===== src/rtl/pps_pkg.sv =====
`timescale 1ns/1ps
package pps_pkg;
   typedef enum logic [2:0] {
      PH_IDLE = 3'd0,
      PH_CMD  = 3'd1,
      PH_CDB  = 3'd2,
      PH_DIN  = 3'd3,
      PH_DOUT = 3'd4,
      PH_DMA  = 3'd5,
      PH_NONE = 3'd7   // table marker: keep the present phase
   } phase_t;

   typedef enum logic [2:0] {
      AC_NONE, AC_PKT, AC_IN, AC_OUT, AC_DRQ, AC_STAT, AC_STATX, AC_UNK
   } act_t;

   localparam int EV_W = 3;
endpackage


===== src/rtl/pps_event_enc.sv =====
`timescale 1ns/1ps
module pps_event_enc #(
   parameter int STS_W   = 8,
   parameter int RSN_W   = 2,
   parameter int BSY_POS = 7,
   parameter int DF_POS  = 5,
   parameter int DRQ_POS = 3,
   parameter int ERR_POS = 0,
   parameter int COD_POS = 0,
   parameter int IO_POS  = 1
) (
   input  logic [STS_W-1:0] sts_i,
   input  logic [RSN_W-1:0] rsn_i,
   output logic [2:0]       ev_o,
   output logic             bsy_o,
   output logic             flt_o
);
   // event = {IO, CoD, DRQ}
   assign ev_o  = {rsn_i[IO_POS], rsn_i[COD_POS], sts_i[DRQ_POS]};
   assign bsy_o = sts_i[BSY_POS];
   assign flt_o = sts_i[DF_POS] | sts_i[ERR_POS];

   logic unused_bits;
   assign unused_bits = ^{sts_i, rsn_i};
endmodule


===== src/rtl/pps_tables.sv =====
`timescale 1ns/1ps
module pps_tables
   import pps_pkg::*;
(
   input  phase_t     st_i,
   input  logic [2:0] ev_i,
   output act_t       act_o,
   output phase_t     nxt_o
);
   always_comb begin
      act_o = AC_UNK;
      nxt_o = PH_NONE;
      case (st_i)
         PH_IDLE: begin act_o = AC_NONE; nxt_o = PH_IDLE; end
         PH_CMD: case (ev_i)
            3'd3:    begin act_o = AC_PKT;  nxt_o = PH_CDB;  end
            3'd6:    begin act_o = AC_STAT; nxt_o = PH_IDLE; end
            3'd7:    begin act_o = AC_NONE; nxt_o = PH_NONE; end
            default: begin act_o = AC_NONE; nxt_o = PH_CDB;  end
         endcase
         PH_CDB: case (ev_i)
            3'd0:    begin act_o = AC_STATX; nxt_o = PH_IDLE; end
            3'd1:    begin act_o = AC_OUT;   nxt_o = PH_DOUT; end
            3'd2,
            3'd3:    begin act_o = AC_NONE;  nxt_o = PH_CDB;  end
            3'd4:    begin act_o = AC_DRQ;   nxt_o = PH_CDB;  end
            3'd5:    begin act_o = AC_IN;    nxt_o = PH_DIN;  end
            3'd6:    begin act_o = AC_STAT;  nxt_o = PH_IDLE; end
            default: begin act_o = AC_UNK;   nxt_o = PH_NONE; end
         endcase
         PH_DIN: case (ev_i)
            3'd0:       begin act_o = AC_STATX; nxt_o = PH_IDLE; end
            3'd2, 3'd4: begin act_o = AC_DRQ;   nxt_o = PH_DIN;  end
            3'd5:       begin act_o = AC_IN;    nxt_o = PH_DIN;  end
            3'd6:       begin act_o = AC_STAT;  nxt_o = PH_IDLE; end
            default:    begin act_o = AC_UNK;   nxt_o = PH_NONE; end
         endcase
         PH_DOUT: case (ev_i)
            3'd0:       begin act_o = AC_STATX; nxt_o = PH_IDLE; end
            3'd1:       begin act_o = AC_OUT;   nxt_o = PH_DOUT; end
            3'd2, 3'd4: begin act_o = AC_DRQ;   nxt_o = PH_DOUT; end
            3'd6:       begin act_o = AC_STAT;  nxt_o = PH_IDLE; end
            default:    begin act_o = AC_UNK;   nxt_o = PH_NONE; end
         endcase
         PH_DMA: case (ev_i)
            3'd0:    begin act_o = AC_STATX; nxt_o = PH_IDLE; end
            3'd6:    begin act_o = AC_STAT;  nxt_o = PH_IDLE; end
            default: begin act_o = AC_UNK;   nxt_o = PH_DMA;  end
         endcase
         default: begin act_o = AC_UNK; nxt_o = PH_NONE; end
      endcase
   end
endmodule


===== src/rtl/pps_once.sv =====
`timescale 1ns/1ps
module pps_once (
   input  logic clk,
   input  logic rst,
   input  logic hit_i,
   output logic first_o
);
   logic seen_q;
   assign first_o = hit_i & ~seen_q;
   always_ff @(posedge clk) begin
      if (rst) seen_q <= 1'b0;
      else if (hit_i) seen_q <= 1'b1;
   end
endmodule


===== src/rtl/pkt_phase_seq.sv =====
`timescale 1ns/1ps
module pkt_phase_seq
   import pps_pkg::*;
#(
   parameter int STS_W   = 8,
   parameter int RSN_W   = 2,
   parameter int BSY_POS = 7,
   parameter int DF_POS  = 5,
   parameter int DRQ_POS = 3,
   parameter int ERR_POS = 0,
   parameter int COD_POS = 0,
   parameter int IO_POS  = 1,
   parameter bit DMA_EN  = 1'b1
) (
   input  logic             clk,
   input  logic             rst,
   input  logic             start_i,
   input  logic             cmd_rd_i,
   input  logic             cmd_wr_i,
   input  logic             cmd_dma_i,
   output logic             start_ack_o,
   output logic             start_busy_o,
   input  logic             irq_i,
   input  logic [STS_W-1:0] sts_i,
   input  logic [RSN_W-1:0] rsn_i,
   output logic             clr_intr_o,
   output logic             dma_halt_o,
   input  logic             dma_halt_ack_i,
   output logic             send_pkt_o,
   output logic             dma_go_o,
   output logic             xfer_in_o,
   output logic             xfer_out_o,
   output logic             done_o,
   output logic             done_err_o,
   output logic             proto_err_o,
   output logic             drq_warn_o,
   output logic             rsn_warn_o,
   output logic             unsup_o,
   output logic [EV_W-1:0]  phase_o
);
   localparam int NWARN = 2;

   if (BSY_POS >= STS_W || DF_POS >= STS_W || DRQ_POS >= STS_W || ERR_POS >= STS_W)
   begin : g_bad_sts
      $error("status bit position outside STS_W");
   end
   if (COD_POS >= RSN_W || IO_POS >= RSN_W || COD_POS == IO_POS) begin : g_bad_rsn
      $error("reason bit positions invalid");
   end

   phase_t     st_q, tbl_nxt, nxt;
   act_t       tbl_act;
   logic [2:0] ev;
   logic       bsy, flt;
   logic       pend_q, rd_q, wr_q, dma_q, dma_sel;
   logic       direct, halt_req, eval, fire, start_ok;
   logic       send_d, go_d, xin_d, xout_d, done_d, derr_d, perr_d, unsup_d;
   logic [NWARN-1:0] warn_hit, warn_first;

   pps_event_enc #(
      .STS_W(STS_W), .RSN_W(RSN_W), .BSY_POS(BSY_POS), .DF_POS(DF_POS),
      .DRQ_POS(DRQ_POS), .ERR_POS(ERR_POS), .COD_POS(COD_POS), .IO_POS(IO_POS)
   ) u_enc (
      .sts_i(sts_i), .rsn_i(rsn_i), .ev_o(ev), .bsy_o(bsy), .flt_o(flt)
   );

   pps_tables u_tbl (.st_i(st_q), .ev_i(ev), .act_o(tbl_act), .nxt_o(tbl_nxt));

   for (genvar w = 0; w < NWARN; w++) begin : g_warn
      pps_once u_once (.clk(clk), .rst(rst), .hit_i(warn_hit[w]), .first_o(warn_first[w]));
   end

   if (DMA_EN) begin : g_dma
      assign dma_sel = cmd_dma_i;
   end else begin : g_nodma
      assign dma_sel = 1'b0;
   end

   assign direct   = irq_i && !pend_q && st_q != PH_DMA;
   assign halt_req = irq_i && !pend_q && st_q == PH_DMA;
   assign eval     = direct || (pend_q && dma_halt_ack_i);
   assign fire     = eval && !bsy;
   assign start_ok = start_i && st_q == PH_IDLE;

   always_comb begin
      nxt = st_q;
      {send_d, go_d, xin_d, xout_d, done_d, derr_d, perr_d, unsup_d} = '0;
      warn_hit = '0;
      if (fire) begin
         if (tbl_nxt != PH_NONE) nxt = tbl_nxt;
         else unsup_d = 1'b1;
         case (tbl_act)
            AC_PKT: begin
               send_d = 1'b1;
               if (dma_q) begin go_d = 1'b1; nxt = PH_DMA; end
            end
            AC_IN:    if (rd_q) xin_d  = !dma_q; else perr_d = 1'b1;
            AC_OUT:   if (wr_q) xout_d = !dma_q; else perr_d = 1'b1;
            AC_DRQ:   warn_hit[0] = 1'b1;
            AC_STAT:  begin done_d = 1'b1; derr_d = flt; end
            AC_STATX: begin done_d = 1'b1; derr_d = flt; warn_hit[1] = 1'b1; end
            AC_UNK:   unsup_d = 1'b1;
            default:  ;
         endcase
      end
   end

   always_ff @(posedge clk) begin
      if (rst) begin
         st_q   <= PH_IDLE;
         pend_q <= 1'b0;
         rd_q   <= 1'b0;
         wr_q   <= 1'b0;
         dma_q  <= 1'b0;
         {start_ack_o, start_busy_o, clr_intr_o} <= '0;
         {send_pkt_o, dma_go_o, xfer_in_o, xfer_out_o, done_o, done_err_o} <= '0;
         {proto_err_o, drq_warn_o, rsn_warn_o, unsup_o} <= '0;
      end else begin
         if (start_ok) begin
            st_q  <= PH_CMD;
            rd_q  <= cmd_rd_i;
            wr_q  <= cmd_wr_i;
            dma_q <= dma_sel;
         end else if (fire) begin
            st_q <= nxt;
         end
         if (halt_req) pend_q <= 1'b1;
         else if (pend_q && dma_halt_ack_i) pend_q <= 1'b0;
         start_ack_o  <= start_ok;
         start_busy_o <= start_i && !start_ok;
         clr_intr_o   <= eval;
         send_pkt_o   <= send_d;
         dma_go_o     <= go_d;
         xfer_in_o    <= xin_d;
         xfer_out_o   <= xout_d;
         done_o       <= done_d;
         done_err_o   <= derr_d;
         proto_err_o  <= perr_d;
         drq_warn_o   <= warn_first[0];
         rsn_warn_o   <= warn_first[1];
         unsup_o      <= unsup_d;
      end
   end

   assign dma_halt_o = pend_q;
   assign phase_o    = st_q;
endmodule


===== config.mk =====
export PLATFORM = sky130hd
export DESIGN_NAME = pkt_phase_seq
export DESIGN_NICKNAME = d
export VERILOG_FILES = /design/src/rtl/pps_pkg.sv /design/src/rtl/pps_event_enc.sv /design/src/rtl/pps_tables.sv /design/src/rtl/pps_once.sv /design/src/rtl/pkt_phase_seq.sv
export SDC_FILE = /design/constraint.sdc
export NUM_CORES = 1
export LEC_CHECK = 0
export ABC_AREA = 1
export BUFFER_PORTS_ARGS = -buffer_cell sky130_fd_sc_hd__buf_2
export CORE_UTILIZATION = 50
export CTS_CLUSTER_DIAMETER = 40
export DETAILED_ROUTE_END_ITERATION = 10
export PLACE_DENSITY_LB_ADDON = 0.12
export SLEW_MARGIN = 20
export SYNTH_ARGS = -nofsm -noshare
export SYNTH_HDL_FRONTEND = slang
export SYNTH_SLANG_ARGS = --single-unit

===== constraint.sdc =====
create_clock -name clk -period 2.05 [get_ports clk]
set_input_delay 0.3075 -clock clk [delete_from_list [all_inputs] [get_ports clk]]
set_output_delay 0.3075 -clock clk [all_outputs]
set_load 0.01 [all_outputs]

==> results.json, run 1 <==
{
  "p_sw_share_pct": 30.2,
  "core_um2": 2480,
  "cp.required_ns": 2.26,
  "yosysUniqueCellTypes": 28,
  "rsz0062_at_grt": "no",
  "synthToLayoutAreaGrowth_pct": 13.0,
  "worstSetupEndpointType": "flop",
  "p_leak_nw": 0.765,
  "worst_pin_slew_ns": 0.424,
  "async_flop_share_pct": 0,
  "drc": 0,
  "max_cap_violations": 0,
  "grt_start_max_net_pins": 12,
  "cp_max_fo": 9,
  "start_util_pct": 52.8,
  "synth_commonest_cells": "35 x nand2_1, 31 x nor2_1, 29 x inv_1, 22 x dfxtp_1, 14 x nand3_1",
  "drv_slew": 0,
  "ir_drop_mv": 0.553,
  "crit_arrival_ns": 2.00,
  "cts_tree": "done",
  "syn_area_um2": 1310,
  "yosysMostFrequentCell": "nand2_1",
  "critical_path_class": "reg -> reg",
  "antenna_found_initial": 0,
  "antenna_cells": 0,
  "ys_seq_area_share_pct": 33.7,
  "clk_latency_ns": 0.30,
  "dieArea_um2": 2830,
  "synth_edf_count": 0,
  "fin_crit_sh_pct": 87.8,
  "clock_sinks": 22,
  "dpl.hpwl_mm": 2.32,
  "drtIter0Drc": 45,
  "final_antenna_net_count": 0,
  "finalSetupTns_ns": 0,
  "fp.dieH_um": 53.2,
  "cts.htree.levels": 1,
  "io_buffer_count": 30,
  "grtUsageTotal_pct": 22.3,
  "intPower_mw": 0.568,
  "pwr-share-clk_pct": 22.8,
  "firstDrtPassIters": 4,
  "nFillCells": 236,
  "powerDensity_nw_per_um2": 550,
  "yosys_warnings": 0,
  "cts_root_buffer": "clkbuf_4",
  "hold_class": "in -> reg",
  "crit_path_start_kind": "flop",
  "grt_pass1_wl_mm": 4.62,
  "fp-row-count": 18,
  "wirelength_mm": 2.86,
  "synth_area_leaders": "dfxtp_1 34%, nand2_1 10%, nor2_1 8.9%, inv_1 8.3%, nand3_1 5.4%",
  "grt_pass1_vias": 1106,
  "syn-num-nets": 207,
  "synth_top_area_cell": "dfxtp_1",
  "wire_per_inst_um": 11.5,
  "relSlewSlack_pct": 71.7,
  "cts_buffers": 3,
  "pwr-share-seq_pct": 56.1,
  "status": "finished, final reports clean",
  "detail_route.vias_per_cell": 5.25,
  "yosys_most_used_dff": "dfxtp_1",
  "worst_clock_skew_ns": 0.00176,
  "cts.path.max_buffers": 2,
  "fp.dieW_um": 53.2,
  "via_count": 1303,
  "place_congestion": 0.965,
  "overflow": 0,
  "clk_pin_slew_worst_paths_ns": 0.11,
  "final_nets": 238,
  "hold_viol": 0,
  "finalCriticalPeriod_ns": 1.80,
  "switching_power_mw": 0.246,
  "yosys.area.top_type_share_pct": 33.7,
  "drive_above_1_share_pct": 29.4,
  "ios": 35,
  "setup_viol": 0,
  "syn_area_per_cell_um2": 6.92,
  "fmax_mhz": 556,
  "synth.ff_latch_count": 22,
  "combPwrFrac_pct": 21.1,
  "synthCells": 189,
  "utilization_pct": 59.7
}
cell type report:
cell class / count / area, um2 / area share, %
multi-input cells: 130 / 703 / 47.5
well taps: 30 / 37.5 / 2.54
inverters: 33 / 124 / 8.38
flip-flops and latches: 22 / 442 / 29.9
clock buffers: 3 / 22.5 / 1.52
repair buffers: 30 / 150 / 10.2
registers in the layout, indices dropped and copies added (netlist names):
signal and count:
start_busy_o 1, drq_warn_o 1, rd_q 1, proto_err_o 1
phase_o 3, dma_go_o 1, done_o 1, rsn_warn_o 1
dma_q 1, done_err_o 1, xfer_out_o 1, dma_halt_o 1
g_warn.u_once.seen_q 2, clr_intr_o 1, unsup_o 1, wr_q 1
xfer_in_o 1, send_pkt_o 1, start_ack_o 1
layout by cell type, fill, tap and decap left out, types with 3 or more instances in the layout:
cell type / Yosys / routed
a21oi_1: 7 / 7
buf_2: 0 / 30
clkbuf_4: 0 / 3
dfxtp_1: 22 / 21
inv_1: 29 / 29
inv_2: 4 / 4
nand2_1: 35 / 35
nand2_2: 5 / 5
nand3_1: 14 / 14
nand3_2: 4 / 4
nand4_1: 3 / 3
nor2_1: 31 / 31
nor2_2: 5 / 5
o21ai_0: 5 / 5
o21ai_2: 3 / 3
critical path: stages (launching register included):
cell,delay (ns)
dfxtp_1,0.60
inv_1,0.10
nand2_2,0.12
nor2_4,0.05
o21ai_2,0.12
nand2_1,0.07
a22oi_2,0.22
inv_2,0.09
nor2_2,0.12
inv_1,0.07
nand3_1,0.09
nor2_1,0.04
kinds of logic (layout without fill, tap and decap cells):
| family | Yosys count | after routing | synth area share (%) |
|---|---|---|---|
| flip-flops | 22 | 22 | 33.7 |
| buffers and inverters | 37 | 66 | 12.6 |
| AO/OA/AOI/OAI | 26 | 26 | 13.1 |
| AND/OR/NAND/NOR | 104 | 104 | 40.6 |
timing repair:
| item | 4_1_cts | 5_1_grt |
|---|---|---|
| setup endpoints to repair | 0 | 1 |
| setup buffers | 0 | 0 |
| hold buffers | 0 | 0 |
| resized for setup | 0 | 1 |
stage by stage:
| step | cells | setup slack, ns | hold slack, ns | instance area, um2 | total power [mW] |
|---|---|---|---|---|---|
| floorplan | 189 | 0.536 | 0.377 | 1310 | 0.596 |
| global placement | 245 | 0.270 | 0.401 | 1460 | 0.631 |
| detailed placement | 245 | 0.249 | 0.405 | 1460 | 0.637 |
| CTS | 248 | 0.231 | 0.204 | 1480 | 0.821 |
| global route | 248 | 0.0475 | 0.219 | 1480 | 0.858 |
| finish | 248 | 0.250 | 0.206 | 1480 | 0.814 |
layer usage:
metal	up-vias	track usage (%)	routed length, um
met2	62	38.0	1390
li1	664	-	-
met4	0	3.51	0
met1	577	28.6	1230
met3	0	5.46	237
met5	-	0	0
worst paths after layout:
| check | slack [ns] | from | depth (start not counted) | to |
|---|---|---|---|---|
| setup / recovery | 0.25 | phase_o[0] | 11 | done_err_o |
| hold reg to reg | 0.42 | g_warn[1].u_once.seen_q | 1 | rsn_warn_o |
| hold / removal | 0.21 | cmd_wr_i | 3 | wr_q |
| setup reg to reg | 0.25 | phase_o[0] | 11 | done_err_o |
power by group through the flow:
stage / logic, mW / registers (mW) / clock network [mW]
3_5_place_dp: 0.171 / 0.466 / 0
3_3_place_gp: 0.166 / 0.466 / 0
5_1_grt: 0.194 / 0.459 / 0.205
4_1_cts: 0.172 / 0.456 / 0.193
6_report: 0.172 / 0.457 / 0.185
2_1_floorplan: 0.136 / 0.461 / 0
No activity file was read; power rests on OpenSTA's default activity.
==> inputs of run 2 (changes only) <==
- CORE_MARGIN: not set -> 3
==> run 2 against run 1 <==
- sequential share of layout area down 0.75 points
- design area up 2.3%
- critical path type unchanged
- critical endpoint unchanged
- highest routed layer is now met4
- count of clock-buffer cells in the layout did not move
- largest cell class unchanged
==> results.json, run 2 (synthesis gave the netlist of run 1 again) <==
{
  "critical_path_class": "reg -> reg",
  "finalSetupTns_ns": 0,
  "drive_above_1_share_pct": 29.5,
  "cts.path.max_buffers": 2,
  "io_buffer_count": 30,
  "cts_buffers": 3,
  "clk_pin_slew_worst_paths_ns": 0.12,
  "place_congestion": 0.954,
  "final_nets": 239,
  "drc": 0,
  "clk_latency_ns": 0.31,
  "worstSetupEndpointType": "flop",
  "finalCriticalPeriod_ns": 1.74,
  "grt_start_max_net_pins": 14,
  "detail_route.vias_per_cell": 5.09,
  "via_count": 1262,
  "fp.dieW_um": 57.2,
  "placed_area_um2": 1460,
  "rsz0062_at_grt": "no",
  "intPower_mw": 0.698,
  "antenna_cells": 0,
  "worst_pin_slew_ns": 0.379,
  "worst_hold_slack_ns": 0.192,
  "cts_root_buffer": "clkbuf_4",
  "pwr-share-clk_pct": 34.4,
  "hold_class": "in -> reg",
  "finalNonFillerCells": 248,
  "fp-row-count": 17,
  "relSlewSlack_pct": 74.7,
  "p_leak_nw": 0.784,
  "wire_per_inst_um": 12.0,
  "synthToLayoutAreaGrowth_pct": 15.6,
  "start_util_pct": 55.9,
  "dpl.cell_count": 244,
  "wirelength_mm": 2.99,
  "design_area_um2": 1510,
  "overflow": 0,
  "path_cells": "buf_4 > nand2_1 > inv_1 > nor2_1 > inv_1 > a22oi_2 > inv_2 > nor2_2 > inv_1 > nand3_1 > nor2_1",
  "dieArea_um2": 3270,
  "antenna_found_initial": 0,
  "grtUsageTotal_pct": 19.6,
  "dpl.hpwl_mm": 2.47,
  "worst_clock_skew_ns": 0.00891,
  "cts.htree.levels": 1,
  "max_cap_violations": 0,
  "grt_pass1_wl_mm": 5.04,
  "fmax_mhz": 573,
  "cp.required_ns": 2.28,
  "firstDrtPassIters": 6,
  "postCtsResizedCells": 0,
  "grt_pass1_vias": 1194,
  "largest_reg_flops": 3,
  "cp_slowest_stage_delay_ns": 0.42,
  "utilization_pct": 64.7,
  "cp_max_fo": 7,
  "p_sw_share_pct": 27.5,
  "crit_arrival_ns": 1.97,
  "final_antenna_net_count": 0,
  "fin_crit_sh_pct": 85.1,
  "clock_sinks": 22,
  "combPwrFrac_pct": 18.5,
  "hold_viol": 0,
  "core_um2": 2340,
  "cpMostUsedCell": "inv_1",
  "path_buf_inv": 5,
  "ir_drop_mv": 0.580,
  "mostFrequentLayoutCell": "nand2_1",
  "ios": 35,
  "layout_common_cells": "35 x nand2_1, 31 x nor2_1, 30 x buf_2, 29 x inv_1, 22 x dfxtp_1",
  "switching_power_mw": 0.265,
  "status": "finished, final reports clean",
  "critPathSlowestCell": "dfxtp_1",
  "cts_tree": "done",
  "pwr-share-seq_pct": 47.1,
  "cts_setup_buffers": 0,
  "cts_hold_buf": 0,
  "crit_path_start_kind": "flop",
  "drtIter0Drc": 49,
  "path_delay_family": "buffers and inverters",
  "drv_slew": 0,
  "fp.dieH_um": 57.2,
  "setup_viol": 0,
  "powerDensity_nw_per_um2": 637
}
## run 2: changes by cell type in the layout (fill, tap and decap cells not counted), sizes merged
cell	before	now
buf	30	31
bufinv	0	1
## run 2: cell type report
class | count | area, um2
well taps | 28 | 35.0
inverters | 33 | 124
flip-flops and latches | 22 | 440
multi-input cells | 130 | 703
fillers | 205 | 827
clock buffers | 3 | 22.5
clock inverters | 1 | 30.0
repair buffers | 31 | 158
## run 2: power by group through the flow
stage / logic [mW] / clock network (mW) / registers (mW)
floorplan: 0.136 / 0 / 0.461
global placement: 0.170 / 0 / 0.463
detailed placement: 0.176 / 0 / 0.464
CTS: 0.177 / 0.335 / 0.454
global route: 0.199 / 0.351 / 0.456
finish: 0.178 / 0.331 / 0.454
## run 2: worst paths after layout
kind	startpoint	to	slack (ns)	cells after the start
worst max register to register	phase_o[2]	done_err_o	0.31	11
worst min-delay path	cmd_rd_i	rd_q	0.19	3
worst max-delay path	phase_o[2]	done_err_o	0.31	11
worst min register to register	g_warn[1].u_once.seen_q	rsn_warn_o	0.42	1
## run 2: tightest hold or removal path: stages
cell and delay (ns):
buf_2 0.08, nand2_1 0.04, o21ai_0 0.05
## run 2: metal layers
metal	GRT usage (%)	vias up	routed length (um)
met1	24.2	544	1280
met2	32.5	50	1390
met5	0	-	0
met3	4.75	7	240
met4	8.28	0	75
li1	-	661	-
## run 2: per-stage QoR
step,power [mW],worst slack (ns)
4_1_cts,0.966,0.300
3_3_place_gp,0.634,0.354
3_5_place_dp,0.639,0.328
6_report,0.963,0.306
2_1_floorplan,0.596,0.536
5_1_grt,1.01,0.136
==> inputs of run 3 (changes only) <==
- ABC_AREA: 1 -> not set
==> run 3 against run 2 <==
- clock skew shrank 0.0040 ns
- clock power shrank 3%
- power shrank 7.4%
- maximum frequency shrank 9.5%
- critical path type unchanged
- setup slack lost 0.18 ns
==> results.json, run 3 <==
{
  "cts_buffers": 3,
  "max_cap_violations": 0,
  "pwr-share-seq_pct": 49.9,
  "powerDensity_nw_per_um2": 642,
  "rsz0062_at_grt": "no",
  "grt_pass1_vias": 1012,
  "pwr-share-clk_pct": 36.1,
  "setup_viol": 0,
  "placed_area_um2": 1340,
  "yosys_warnings": 0,
  "fmax_mhz": 519,
  "combPwrFrac_pct": 14.0,
  "hold_class": "in -> reg",
  "relSlewSlack_pct": 65.4,
  "min_delay_path_depth": 3,
  "hold-path-endpoint": "dma_q",
  "ir_drop_mv": 0.655,
  "ios": 35,
  "min_from": "cmd_dma_i",
  "clk_latency_ns": 0.30,
  "worstSetupEndpointType": "flop",
  "finalSetupTns_ns": 0,
  "dieArea_um2": 2970,
  "finalPower_mw": 0.892,
  "synth_area_leaders": "dfxtp_1 37%, a21oi_1 6.4%, nand2_1 3.8%, o21ai_0 3.4%, nand2b_1 2.7%",
  "synth_fa_ha_area_share_pct": 1.70,
  "nFillCells": 188,
  "dpl.hpwl_mm": 1.86,
  "synthMuxAreaShare_pct": 2.76,
  "mostFrequentLayoutCell": "buf_2",
  "p_sw_share_pct": 23.2,
  "cp.required_ns": 2.24,
  "detail_route.vias_per_cell": 5.86,
  "yosys.area.top_type_share_pct": 37.4,
  "crit_path_start_kind": "flop",
  "synth_top_family_by_area": "simple AND/OR/NAND/NOR gates",
  "drv_slew": 0,
  "firstDrtPassIters": 4,
  "p_leak_nw": 0.571,
  "drtIter0Drc": 19,
  "synth_edf_count": 0,
  "place_congestion": 0.897,
  "core_um2": 2100,
  "critPathSlowestCell": "or3b_1",
  "synth_xor_area_share_pct": 1.49,
  "yosys_most_used_dff": "dfxtp_1",
  "multiInputGateArea_um2": 661,
  "r2r_cells": 5,
  "regToRegSetupSlack_ns": 0.12,
  "design_area_um2": 1390,
  "cp_slowest_stage_delay_ns": 0.52,
  "synth.ff_latch_count": 22,
  "via_count": 1137,
  "r2r-end": "phase_o[2]",
  "grt_start_max_net_pins": 21,
  "ys_seq_area_share_pct": 37.4,
  "cts.htree.levels": 1,
  "cp_max_fo": 8,
  "overflow": 0,
  "synthToLayoutAreaGrowth_pct": 18.1,
  "wire_per_inst_um": 13.4,
  "worst_clock_skew_ns": 0.00492,
  "syn_area_um2": 1180,
  "antenna_found_initial": 0,
  "fp.dieH_um": 54.5,
  "postCtsResizedCells": 0,
  "fp.dieW_um": 54.5,
  "layout_common_cells": "30 x buf_2, 22 x dfxtp_1, 15 x a21oi_1, 12 x nand2_1",
  "cts.path.max_buffers": 2,
  "syn-num-nets": 157,
  "cts_setup_buffers": 0,
  "io_buffer_count": 30,
  "path_cells": "and4bb_1 > or3b_1 > or3_1 > a21oi_1 > nor3_1",
  "cts_root_buffer": "clkbuf_4",
  "syn_area_per_cell_um2": 8.47,
  "yosysUniqueCellTypes": 47,
  "synth_top_area_cell": "dfxtp_1",
  "clock_sinks": 22,
  "synthCells": 139,
  "critical_path_class": "reg -> reg",
  "drive_above_1_share_pct": 27.5,
  "hold_viol": 0,
  "antenna_cells": 0,
  "fin_crit_sh_pct": 94.0,
  "drc": 0,
  "largest_reg_flops": 3,
  "cts_tree": "done",
  "start_util_pct": 56.0,
  "status": "finished, final reports clean",
  "switching_power_mw": 0.207,
  "seq_area_um2": 440,
  "async_flop_share_pct": 0,
  "crit_arrival_ns": 2.12,
  "final_antenna_net_count": 0,
  "wirelength_mm": 2.59,
  "clk_pin_slew_worst_paths_ns": 0.12,
  "worst_pin_slew_ns": 0.517,
  "yosys.area_share.simple_pct": 27.7,
  "reg2reg_from": "phase_o[0]",
  "fp-row-count": 16,
  "synth_compound_gate_area_share_pct": 22.4,
  "grt_pass1_wl_mm": 4.45,
  "cts_hold_buf": 0,
  "intPower_mw": 0.685,
  "finalCriticalPeriod_ns": 1.93,
  "synth_commonest_cells": "22 x dfxtp_1, 15 x a21oi_1, 12 x nand2_1, 8 x nor2_1, 8 x o21ai_0",
  "grtUsageTotal_pct": 20.5,
  "yosysMostFrequentCell": "dfxtp_1",
  "final_nets": 186
}
-- run 3: how the worst max path moves through the flow --
stage | start | to | slack (ns) | cells after the start
4_1_cts | phase_o[0] | phase_o[2] | 0.13 | 5
2_1_floorplan | phase_o[1] | phase_o[2] | 0.21 | 7
6_report | phase_o[0] | phase_o[2] | 0.12 | 5
3_3_place_gp | rsn_i[1] | g_warn[1].u_once.seen_q | 0.18 | 6
5_1_grt | phase_o[0] | phase_o[0] | 0.02 | 5
3_5_place_dp | rsn_i[1] | g_warn[1].u_once.seen_q | 0.14 | 6
-- run 3: final cells by class --
cell class / instances / area share, %
Inverter: 4 / 1.08
Clock buffer: 3 / 1.62
Clock inverter: 1 / 2.16
Tap cell: 27 / 2.43
Timing Repair Buffer: 35 / 13.5
Sequential cell: 22 / 31.7
Multi-Input combinational cell: 102 / 47.5
-- run 3: power groups by stage --
stage / Combinational (mW) / Clock (mW) / Sequential [mW]
2_1_floorplan: 0.0873 / 0 / 0.455
3_3_place_gp: 0.120 / 0 / 0.455
3_5_place_dp: 0.123 / 0 / 0.455
4_1_cts: 0.124 / 0.330 / 0.445
5_1_grt: 0.141 / 0.341 / 0.447
6_report: 0.125 / 0.322 / 0.445
-- run 3: logic make-up after synthesis --
kind of cell    Yosys count
xor+xnor                  2
compound gates           40
buf+inv                  15
fa+ha+maj                 2
simple gates             55
flops                    22
mux                       3
-- run 3: metal layers --
layer,global-route usage (%),vias up,wire (um)
li1,-,562,-
met1,26.1,520,1120
met2,33.9,49,1220
met3,4.63,6,208
met4,6.64,0,42
met5,0,-,0
-- run 3: stage by stage --
stage,utilization [%],setup slack [ns],hold slack [ns],std cells
3_5_place_dp,63.6,0.142,0.412,190
4_1_cts,66.1,0.131,0.226,194
3_3_place_gp,63.6,0.183,0.408,190
5_1_grt,66.1,0.0185,0.231,194
6_report,66.1,0.123,0.236,194
2_1_floorplan,-,0.205,0.384,139
-- run 3: worst max-delay path: cells and delay by family, from the launching register on --
family | cells | cell delay (ns)
DFF | 1 | 0.41
AOI/OAI and AO/OA | 1 | 0.16
and+or+nand+nor | 4 | 1.24
